File: config.mk
export PLATFORM = sky130hd
export DESIGN_NAME = scratch_guard_ram
export DESIGN_NICKNAME = d
export VERILOG_FILES = /design/src/rtl/scratch_guard_pkg.sv /design/src/rtl/window_decode.sv /design/src/rtl/guard_fsm.sv /design/src/rtl/ram_core.sv /design/src/rtl/status_port.sv /design/src/rtl/scratch_guard_ram.sv
export SDC_FILE = /design/constraint.sdc
export NUM_CORES = 2
export LEC_CHECK = 0
export ABC_AREA = 1
export BUFFER_PORTS_ARGS = -buffer_cell sky130_fd_sc_hd__buf_2
export CAP_MARGIN = 20
export CORE_MARGIN = 2
export CORE_UTILIZATION = 59
export CTS_BUF_LIST = sky130_fd_sc_hd__clkbuf_4
export CTS_CLUSTER_DIAMETER = 80
export DETAILED_ROUTE_END_ITERATION = 7
export MAX_ROUTING_LAYER = met4
export PLACE_DENSITY = 0.73
export SYNTH_ARGS = -nofsm -noshare
export SYNTH_HDL_FRONTEND = slang
export SYNTH_SLANG_ARGS = --single-unit
File: constraint.sdc
create_clock -name clk -period 4.5 [get_ports clk]
set_clock_uncertainty 0.1 [all_clocks]
set_input_delay 0.45 -clock clk [delete_from_list [all_inputs] [get_ports clk]]
set_output_delay 0.45 -clock clk [all_outputs]
set_load 0.005 [all_outputs]
File: src/rtl/scratch_guard_pkg.sv
package scratch_guard_pkg;

  typedef enum logic [1:0] {
    GUARD_LOCKED = 2'd0,
    GUARD_OPEN   = 2'd1,
    GUARD_ONCE   = 2'd2
  } guard_mode_e;

endpackage

File: src/rtl/window_decode.sv
module window_decode #(
  parameter int                ADDR_W     = 16,
  parameter logic [ADDR_W-1:0] BASE_ADDR  = 16'h1000,
  parameter int                DEPTH_LOG2 = 8,
  parameter int                GUARD_LOG2 = 6
) (
  input  logic [ADDR_W-1:0]     addr,
  output logic                  hit,
  output logic                  in_guard,
  output logic [DEPTH_LOG2-1:0] offset
);

  localparam int TAG_W = ADDR_W - DEPTH_LOG2;
  localparam int SEL_W = DEPTH_LOG2 - GUARD_LOG2;
  localparam logic [TAG_W-1:0] BASE_TAG = BASE_ADDR[ADDR_W-1:DEPTH_LOG2];

  logic [TAG_W-1:0] tag;
  logic [SEL_W-1:0] zone_sel;

  always_comb begin
    tag      = addr[ADDR_W-1:DEPTH_LOG2];
    offset   = addr[DEPTH_LOG2-1:0];
    zone_sel = offset[DEPTH_LOG2-1:GUARD_LOG2];
    hit      = (tag == BASE_TAG);
    in_guard = hit && (zone_sel == '0);
  end

  initial begin
    if (GUARD_LOG2 >= DEPTH_LOG2)
      $error("window_decode: guarded zone must be smaller than the RAM");
  end

endmodule

File: src/rtl/guard_fsm.sv
module guard_fsm
  import scratch_guard_pkg::*;
#(
  parameter int              IO_W      = 8,
  parameter logic [IO_W-1:0] OPEN_CODE = 8'h66,
  parameter logic [IO_W-1:0] ONCE_CODE = 8'h55
) (
  input  logic            clk,
  input  logic            rst,
  input  logic            ctrl_wr,
  input  logic [IO_W-1:0] ctrl_data,
  input  logic            guard_wr,
  output guard_mode_e     mode,
  output logic            wr_allow,
  output logic            locked
);

  guard_mode_e mode_q, mode_d;
  logic        consume;

  always_comb begin
    consume = guard_wr && (mode_q == GUARD_ONCE);
    mode_d  = mode_q;
    if (ctrl_wr) begin
      if (ctrl_data == OPEN_CODE)      mode_d = GUARD_OPEN;
      else if (ctrl_data == ONCE_CODE) mode_d = GUARD_ONCE;
      else                             mode_d = GUARD_LOCKED;
    end else if (consume) begin
      mode_d = GUARD_LOCKED;
    end
  end

  always_ff @(posedge clk) begin
    if (rst) mode_q <= GUARD_LOCKED;
    else     mode_q <= mode_d;
  end

  assign mode     = mode_q;
  assign locked   = (mode_q == GUARD_LOCKED);
  assign wr_allow = !locked;


  reset_locks_chk: assert property (@(posedge clk) disable iff (rst)
    $past(rst) |-> locked);


  once_rearm_chk: assert property (@(posedge clk) disable iff (rst)
    (guard_wr && mode_q == GUARD_ONCE && !ctrl_wr) |=> locked);


  once_hold_chk: assert property (@(posedge clk) disable iff (rst)
    (!guard_wr && mode_q == GUARD_ONCE && !ctrl_wr) |=> (mode_q == GUARD_ONCE));


  open_code_chk: assert property (@(posedge clk) disable iff (rst)
    (ctrl_wr && ctrl_data == OPEN_CODE) |=> (mode_q == GUARD_OPEN));


  other_code_chk: assert property (@(posedge clk) disable iff (rst)
    (ctrl_wr && ctrl_data != OPEN_CODE && ctrl_data != ONCE_CODE) |=> locked);


  no_ctrl_stable_chk: assert property (@(posedge clk) disable iff (rst)
    (!ctrl_wr && !guard_wr) |=> $stable(mode_q));

endmodule

File: src/rtl/ram_core.sv
module ram_core #(
  parameter int DEPTH_LOG2 = 8,
  parameter int DATA_W     = 8
) (
  input  logic                  clk,
  input  logic                  rst,
  input  logic                  rd_en,
  input  logic                  wr_en,
  input  logic [DEPTH_LOG2-1:0] addr,
  input  logic [DATA_W-1:0]     wdata,
  output logic [DATA_W-1:0]     rdata
);

  localparam int DEPTH = 1 << DEPTH_LOG2;

  logic [DATA_W-1:0] store [DEPTH];
  logic [DATA_W-1:0] rdata_q;

  always_ff @(posedge clk) begin
    if (wr_en) store[addr] <= wdata;
  end

  always_ff @(posedge clk) begin
    if (rst)        rdata_q <= '0;
    else if (rd_en) rdata_q <= store[addr];
  end

  assign rdata = rdata_q;


  rdata_hold_chk: assert property (@(posedge clk) disable iff (rst)
    !rd_en |=> $stable(rdata_q));


  no_rw_clash_chk: assert property (@(posedge clk) disable iff (rst)
    !(rd_en && wr_en));

endmodule

File: src/rtl/status_port.sv
module status_port #(
  parameter int               IOA_W     = 8,
  parameter int               IO_W      = 8,
  parameter logic [IOA_W-1:0] STAT_PORT = 8'hE5,
  parameter int               STAT_BIT  = 5
) (
  input  logic             clk,
  input  logic             rst,
  input  logic             rd_en,
  input  logic [IOA_W-1:0] addr,
  input  logic             locked,
  output logic [IO_W-1:0]  rdata
);

  logic [IO_W-1:0] stat_word;
  logic [IO_W-1:0] rdata_q;

  always_comb begin
    stat_word           = '0;
    stat_word[STAT_BIT] = locked;
  end

  always_ff @(posedge clk) begin
    if (rst) begin
      rdata_q <= '0;
    end else if (rd_en) begin
      if (addr == STAT_PORT) rdata_q <= stat_word;
      else                   rdata_q <= '0;
    end
  end

  assign rdata = rdata_q;


  stat_reflects_chk: assert property (@(posedge clk) disable iff (rst)
    (rd_en && addr == STAT_PORT) |=> (rdata_q[STAT_BIT] == $past(locked)));


  other_port_zero_chk: assert property (@(posedge clk) disable iff (rst)
    (rd_en && addr != STAT_PORT) |=> (rdata_q == '0));


  spare_bits_chk: assert property (@(posedge clk) disable iff (rst)
    $countones(rdata_q) <= 1);

endmodule

File: src/rtl/scratch_guard_ram.sv
module scratch_guard_ram
  import scratch_guard_pkg::*;
#(
  parameter int                ADDR_W     = 16,
  parameter int                DATA_W     = 8,
  parameter int                IOA_W      = 8,
  parameter logic [ADDR_W-1:0] BASE_ADDR  = 16'h1000,
  parameter int                DEPTH_LOG2 = 8,
  parameter int                GUARD_LOG2 = 6,
  parameter logic [IOA_W-1:0]  CTRL_PORT  = 8'hEA,
  parameter logic [IOA_W-1:0]  STAT_PORT  = 8'hE5,
  parameter logic [DATA_W-1:0] OPEN_CODE  = 8'h66,
  parameter logic [DATA_W-1:0] ONCE_CODE  = 8'h55,
  parameter int                STAT_BIT   = 5
) (
  input  logic              clk,
  input  logic              rst,
  input  logic              mem_en,
  input  logic              mem_we,
  input  logic [ADDR_W-1:0] mem_addr,
  input  logic [DATA_W-1:0] mem_wdata,
  output logic [DATA_W-1:0] mem_rdata,
  input  logic              io_en,
  input  logic              io_we,
  input  logic [IOA_W-1:0]  io_addr,
  input  logic [DATA_W-1:0] io_wdata,
  output logic [DATA_W-1:0] io_rdata
);

  logic                  win_hit;
  logic                  win_guard;
  logic [DEPTH_LOG2-1:0] win_off;
  logic                  wr_hit;
  logic                  rd_hit;
  logic                  guard_wr;
  logic                  ram_we;
  logic                  ctrl_wr;
  logic                  stat_rd;
  logic                  wr_allow;
  logic                  locked;
  guard_mode_e           mode;

  window_decode #(
    .ADDR_W    (ADDR_W),
    .BASE_ADDR (BASE_ADDR),
    .DEPTH_LOG2(DEPTH_LOG2),
    .GUARD_LOG2(GUARD_LOG2)
  ) u_decode (
    .addr    (mem_addr),
    .hit     (win_hit),
    .in_guard(win_guard),
    .offset  (win_off)
  );

  always_comb begin
    wr_hit   = mem_en && mem_we && win_hit;
    rd_hit   = mem_en && !mem_we && win_hit;
    guard_wr = wr_hit && win_guard;
    ram_we   = wr_hit && (!win_guard || wr_allow);
    ctrl_wr  = io_en && io_we && (io_addr == CTRL_PORT);
    stat_rd  = io_en && !io_we;
  end

  guard_fsm #(
    .IO_W     (DATA_W),
    .OPEN_CODE(OPEN_CODE),
    .ONCE_CODE(ONCE_CODE)
  ) u_guard (
    .clk      (clk),
    .rst      (rst),
    .ctrl_wr  (ctrl_wr),
    .ctrl_data(io_wdata),
    .guard_wr (guard_wr),
    .mode     (mode),
    .wr_allow (wr_allow),
    .locked   (locked)
  );

  ram_core #(
    .DEPTH_LOG2(DEPTH_LOG2),
    .DATA_W    (DATA_W)
  ) u_ram (
    .clk  (clk),
    .rst  (rst),
    .rd_en(rd_hit),
    .wr_en(ram_we),
    .addr (win_off),
    .wdata(mem_wdata),
    .rdata(mem_rdata)
  );

  status_port #(
    .IOA_W    (IOA_W),
    .IO_W     (DATA_W),
    .STAT_PORT(STAT_PORT),
    .STAT_BIT (STAT_BIT)
  ) u_status (
    .clk   (clk),
    .rst   (rst),
    .rd_en (stat_rd),
    .addr  (io_addr),
    .locked(locked),
    .rdata (io_rdata)
  );


  locked_drop_chk: assert property (@(posedge clk) disable iff (rst)
    (mem_en && mem_we && win_guard && mode == GUARD_LOCKED) |-> !ram_we);


  free_zone_wr_chk: assert property (@(posedge clk) disable iff (rst)
    (mem_en && mem_we && win_hit && !win_guard) |-> ram_we);


  outside_idle_chk: assert property (@(posedge clk) disable iff (rst)
    (mem_en && !win_hit) |-> (!ram_we && !rd_hit));


  outside_read_hold_chk: assert property (@(posedge clk) disable iff (rst)
    (mem_en && !mem_we && !win_hit) |=> $stable(mem_rdata));

endmodule

==> results.md <==
* Clock transition at path regs at 70 ps
* Total GRT Usage at between 30 and 40%
* Avg WL per Cell at roughly 23 um
* Routed wire length at approximately 230,000 um
* Final Hold Violating Endpoints at 0
* Drt first pass iters at 6
* Fmax at 298 MHz
* Share of the synthesized area in the top cell type at about three quarters
* Remaining Overflow, GRT at 0
* Maximum vdd drop at 238 uV
* Initial Util at around three fifths
* Die Height at about 380 um
* Power Dens Cells at about 420 nW/um2
* Layout area overhead at 11.2%
* Yosys top cell by area: edfxtp_1
* Ranking of synthesized cells by area: edfxtp_1 74%, nand2_1 14%, nand3_1 3.0%, nor2_1 2.6%, nand4_1 1.8%
* Antenna violations before repair at 11
* Site Rows at between 100 and 150
* I/O pins at between 60 and 70
* Tmin final at 3360 ps
* Final ANT Viol Nets at 0
* Cell leakage power at around 34 nW
* # setup viols final at 0
* Cell count of the worst reg-to-reg path at 14
* Number of max-cap violations at 0
* Drt first-iter violations at between 8,000 and 9,000
* Global-route wire length before repair at around 340,000 um
* Tot Pwr at ~39 mW
* Pre-CTS setup slack at between 700 and 800 ps
* Setup repair bufs after CTS at 0
* Avg Cell Area, Syn at approximately 12 um2
* Port buffer count at between 50 and 60
* Layout cells sized above 1 at 13.0%
* Ys Warns at 0
* RSZ-0062 raised after global routing: no
* Nets at 7,600
* Root Buffer: clkbuf_4
* R2r setup slk at between 1000 and 1500 ps
* PostCTS Resize Cnt at 0
* Sw frac at 23.0%
* Register Area at between 60,000 and 70,000 um2
* Critical path peak fanout at 1
* Die area at between 100,000 and 150,000 um2
* Synthesis-stage register bit count at slightly above 2,000
* Sw Pwr at ~8.9 mW
* H-Tree Depth at 6
* Distinct cells, synth at 25
* Worst-Margin Slew at roughly 1000 ps
* DP Wirelength at roughly 130,000 um
* Area of the core at ~140,000 um2
* Register area share after synthesis at 74.5%
* Launching element of the worst setup path: u_ram.store[121][2]$_DFFE_PP_
* Placed cell count at approximately 8,900
* Final worst setup slack at about 1100 ps
* Post-route setup TNS at 0 ps
* Syn Std Cell Area at between 80,000 and 90,000 um2
* Vias/cell at about 5.9
* Vias at approximately 58,000
* Setup Crit Path Kind: flop to flop
* CTS tree: built
* Worst setup EP type: flop
* Sink Count at 2,059
* CP endpoint: u_ram.rdata[2]$_SDFFE_PP0P_
* Die X-Extent at 379 um
* Clock Power Share at between 30 and 40%
* CTS Buf Count at between 500 and 600
* Req. time, crit path at approximately 5600 ps
* Slew margin rel. at between 30 and 40%
* DRC Markers at 0
* Cells after Synth at ~7,000
* Crit start category: flop
* Sequential share of power at between 50% and 60%
* Fill cells at slightly above 10,000
* Critical R2R Launch: u_ram.store[121][2]$_DFFE_PP_
* Worst-skew pair later-pin latency at 1320 ps
* Routability cong. at 0.929
* Layout Cells excl Fill at around 10,000
* Final Cycle Share at around three quarters
* Comb power frac at 5.6%
* Worst hold path class: input port to flop
* Vias in the first global route at approximately 55,000
* Area of the multi-input gates at slightly below 20,000 um2
* Status: complete, no violations
* Largest net degree at the start of global routing at 159
* P_int at 29.8 mW
* Slew Limit Fails at 0
* Critical Path AT at ~4500 ps
* Clk buf depth at 4
* Worst r2r dst: u_ram.rdata[2]$_SDFFE_PP0P_
-- per-stage QoR --
| step | util (%) | hold WS, ps | instance area (um2) |
|---|---|---|---|
| 2_1_floorplan | - | 354 | 82900 |
| 3_3_place_gp | 61.2 | 354 | 85300 |
| 3_5_place_dp | 61.2 | 359 | 85400 |
| 4_1_cts | 66.0 | 4.95 | 92100 |
| 5_1_grt | 66.0 | 94.6 | 92100 |
| 6_report | 66.0 | 140 | 92100 |
-- cells by family (layout without fill, tap and decap cells) --
| group | count (synthesis) | in the layout | synth area share, % |
|---|---|---|---|
| compound gates | 239 | 239 | 1.48 |
| buf+inv | 450 | 1135 | 2.43 |
| other cells | 1 | 14 | 0.00453 |
| simple gates | 4438 | 4438 | 21.6 |
| flops | 2059 | 2059 | 74.5 |
-- power by group through the flow --
| stage | sequential [mW] | combinational [mW] | clock, mW |
|---|---|---|---|
| 5_1_grt | 21.1 | 2.32 | 16.6 |
| 6_report | 21.1 | 2.18 | 15.4 |
| 3_3_place_gp | 21.5 | 2.07 | 0 |
| 2_1_floorplan | 21.5 | 1.09 | 0 |
| 4_1_cts | 21.1 | 2.12 | 15.6 |
| 3_5_place_dp | 21.5 | 2.09 | 0 |
-- final cells by class --
type | count | share of cell area (%)
Multi-Input combinational cell | 4684 | 20.9
Tap cell | 1876 | 2.55
Inverter | 34 | 0.152
Timing Repair Buffer | 241 | 2.54
Clock buffer | 758 | 6.18
Sequential cell | 2059 | 67.0
Antenna cell | 7 | 0.0190
Clock inverter | 102 | 0.686
-- what timing repair did --
| item | CTS | global route |
|---|---|---|
| hold buffers | 41 | 0 |
| setup endpoints to repair | 0 | 0 |
| endpoints found under the hold margin | 2097 | 0 |
-- synth_stat cells, drive strengths merged --
cell,count
nand2,3135
edfxtp,2048
nor2,571
nand3,489
buf,252
nand4,232
clkbuf,164
o21ai,130
a21oi,107
inv,31
dfxtp,11
nor3,7
clkinv,3
nor3b,2
nor4,2
o41ai,2
conb,1
-- placed cells by master, fill, tap and decap left out, types with 2 or more instances in the layout --
cell type,instances
nand2_1,3121
edfxtp_1,2048
clkbuf_4,758
nor2_1,565
nand3_1,489
nand4_1,232
a21oi_1,107
buf_4,107
o21ai_1,101
clkinv_1,71
buf_2,44
dlygate4sd3_1,41
buf_12,36
o21ai_0,29
inv_1,26
inv_2,17
nand2_2,14
dfxtp_1,11
clkinv_2,10
bufinv_16,9
buf_8,9
diode_2,7
conb_1,7
nor2_4,6
nor3_2,4
nor3_1,3
buf_6,3
inv_4,2
nor4_1,2
-- per-layer routing --
layer  GRT usage, %  up-vias  wire length [um]
li1               -    25700                 -
met1           44.3    27500             86200
met2           48.0     4028            105000
met3           7.35      551             28500
met4           14.1        0              8640
met5              -        -                 0
-- sequential cells by signal (all words and copies together), names as in the netlist --
name and count:
u_guard.mode 2, u_status.rdata 1, u_ram.store 2048, u_ram.rdata 8
-- critical path: stages (launching register included) --
cell and delay, ps:
edfxtp_1 360, nand2_1 70, a21oi_1 90, o21ai_1 210
nand2_1 90, nor2_1 320, nor2_1 80, nor2_1 440
nand2_1 110, nand2_1 70, nand2_1 60, dlygate4sd3_1 590
nor2_1 120, dlygate4sd3_1 570, nor2_1 40
-- worst min-delay path by stage --
stage	depth (start not counted)	end	from	slack (ps)
floorplan	2	u_status.rdata[5]$_SDFFE_PP0P_	u_status.rdata[5]$_SDFFE_PP0P_	350
global placement	2	u_status.rdata[5]$_SDFFE_PP0P_	u_status.rdata[5]$_SDFFE_PP0P_	350
detailed placement	2	u_status.rdata[5]$_SDFFE_PP0P_	u_status.rdata[5]$_SDFFE_PP0P_	360
CTS	2	u_ram.store[152][7]$_DFFE_PP_	mem_wdata[7]	5
global route	2	u_ram.store[180][7]$_DFFE_PP_	mem_wdata[7]	90
finish	2	u_ram.store[191][7]$_DFFE_PP_	mem_wdata[7]	140
Power figures use the tool's default switching activity.
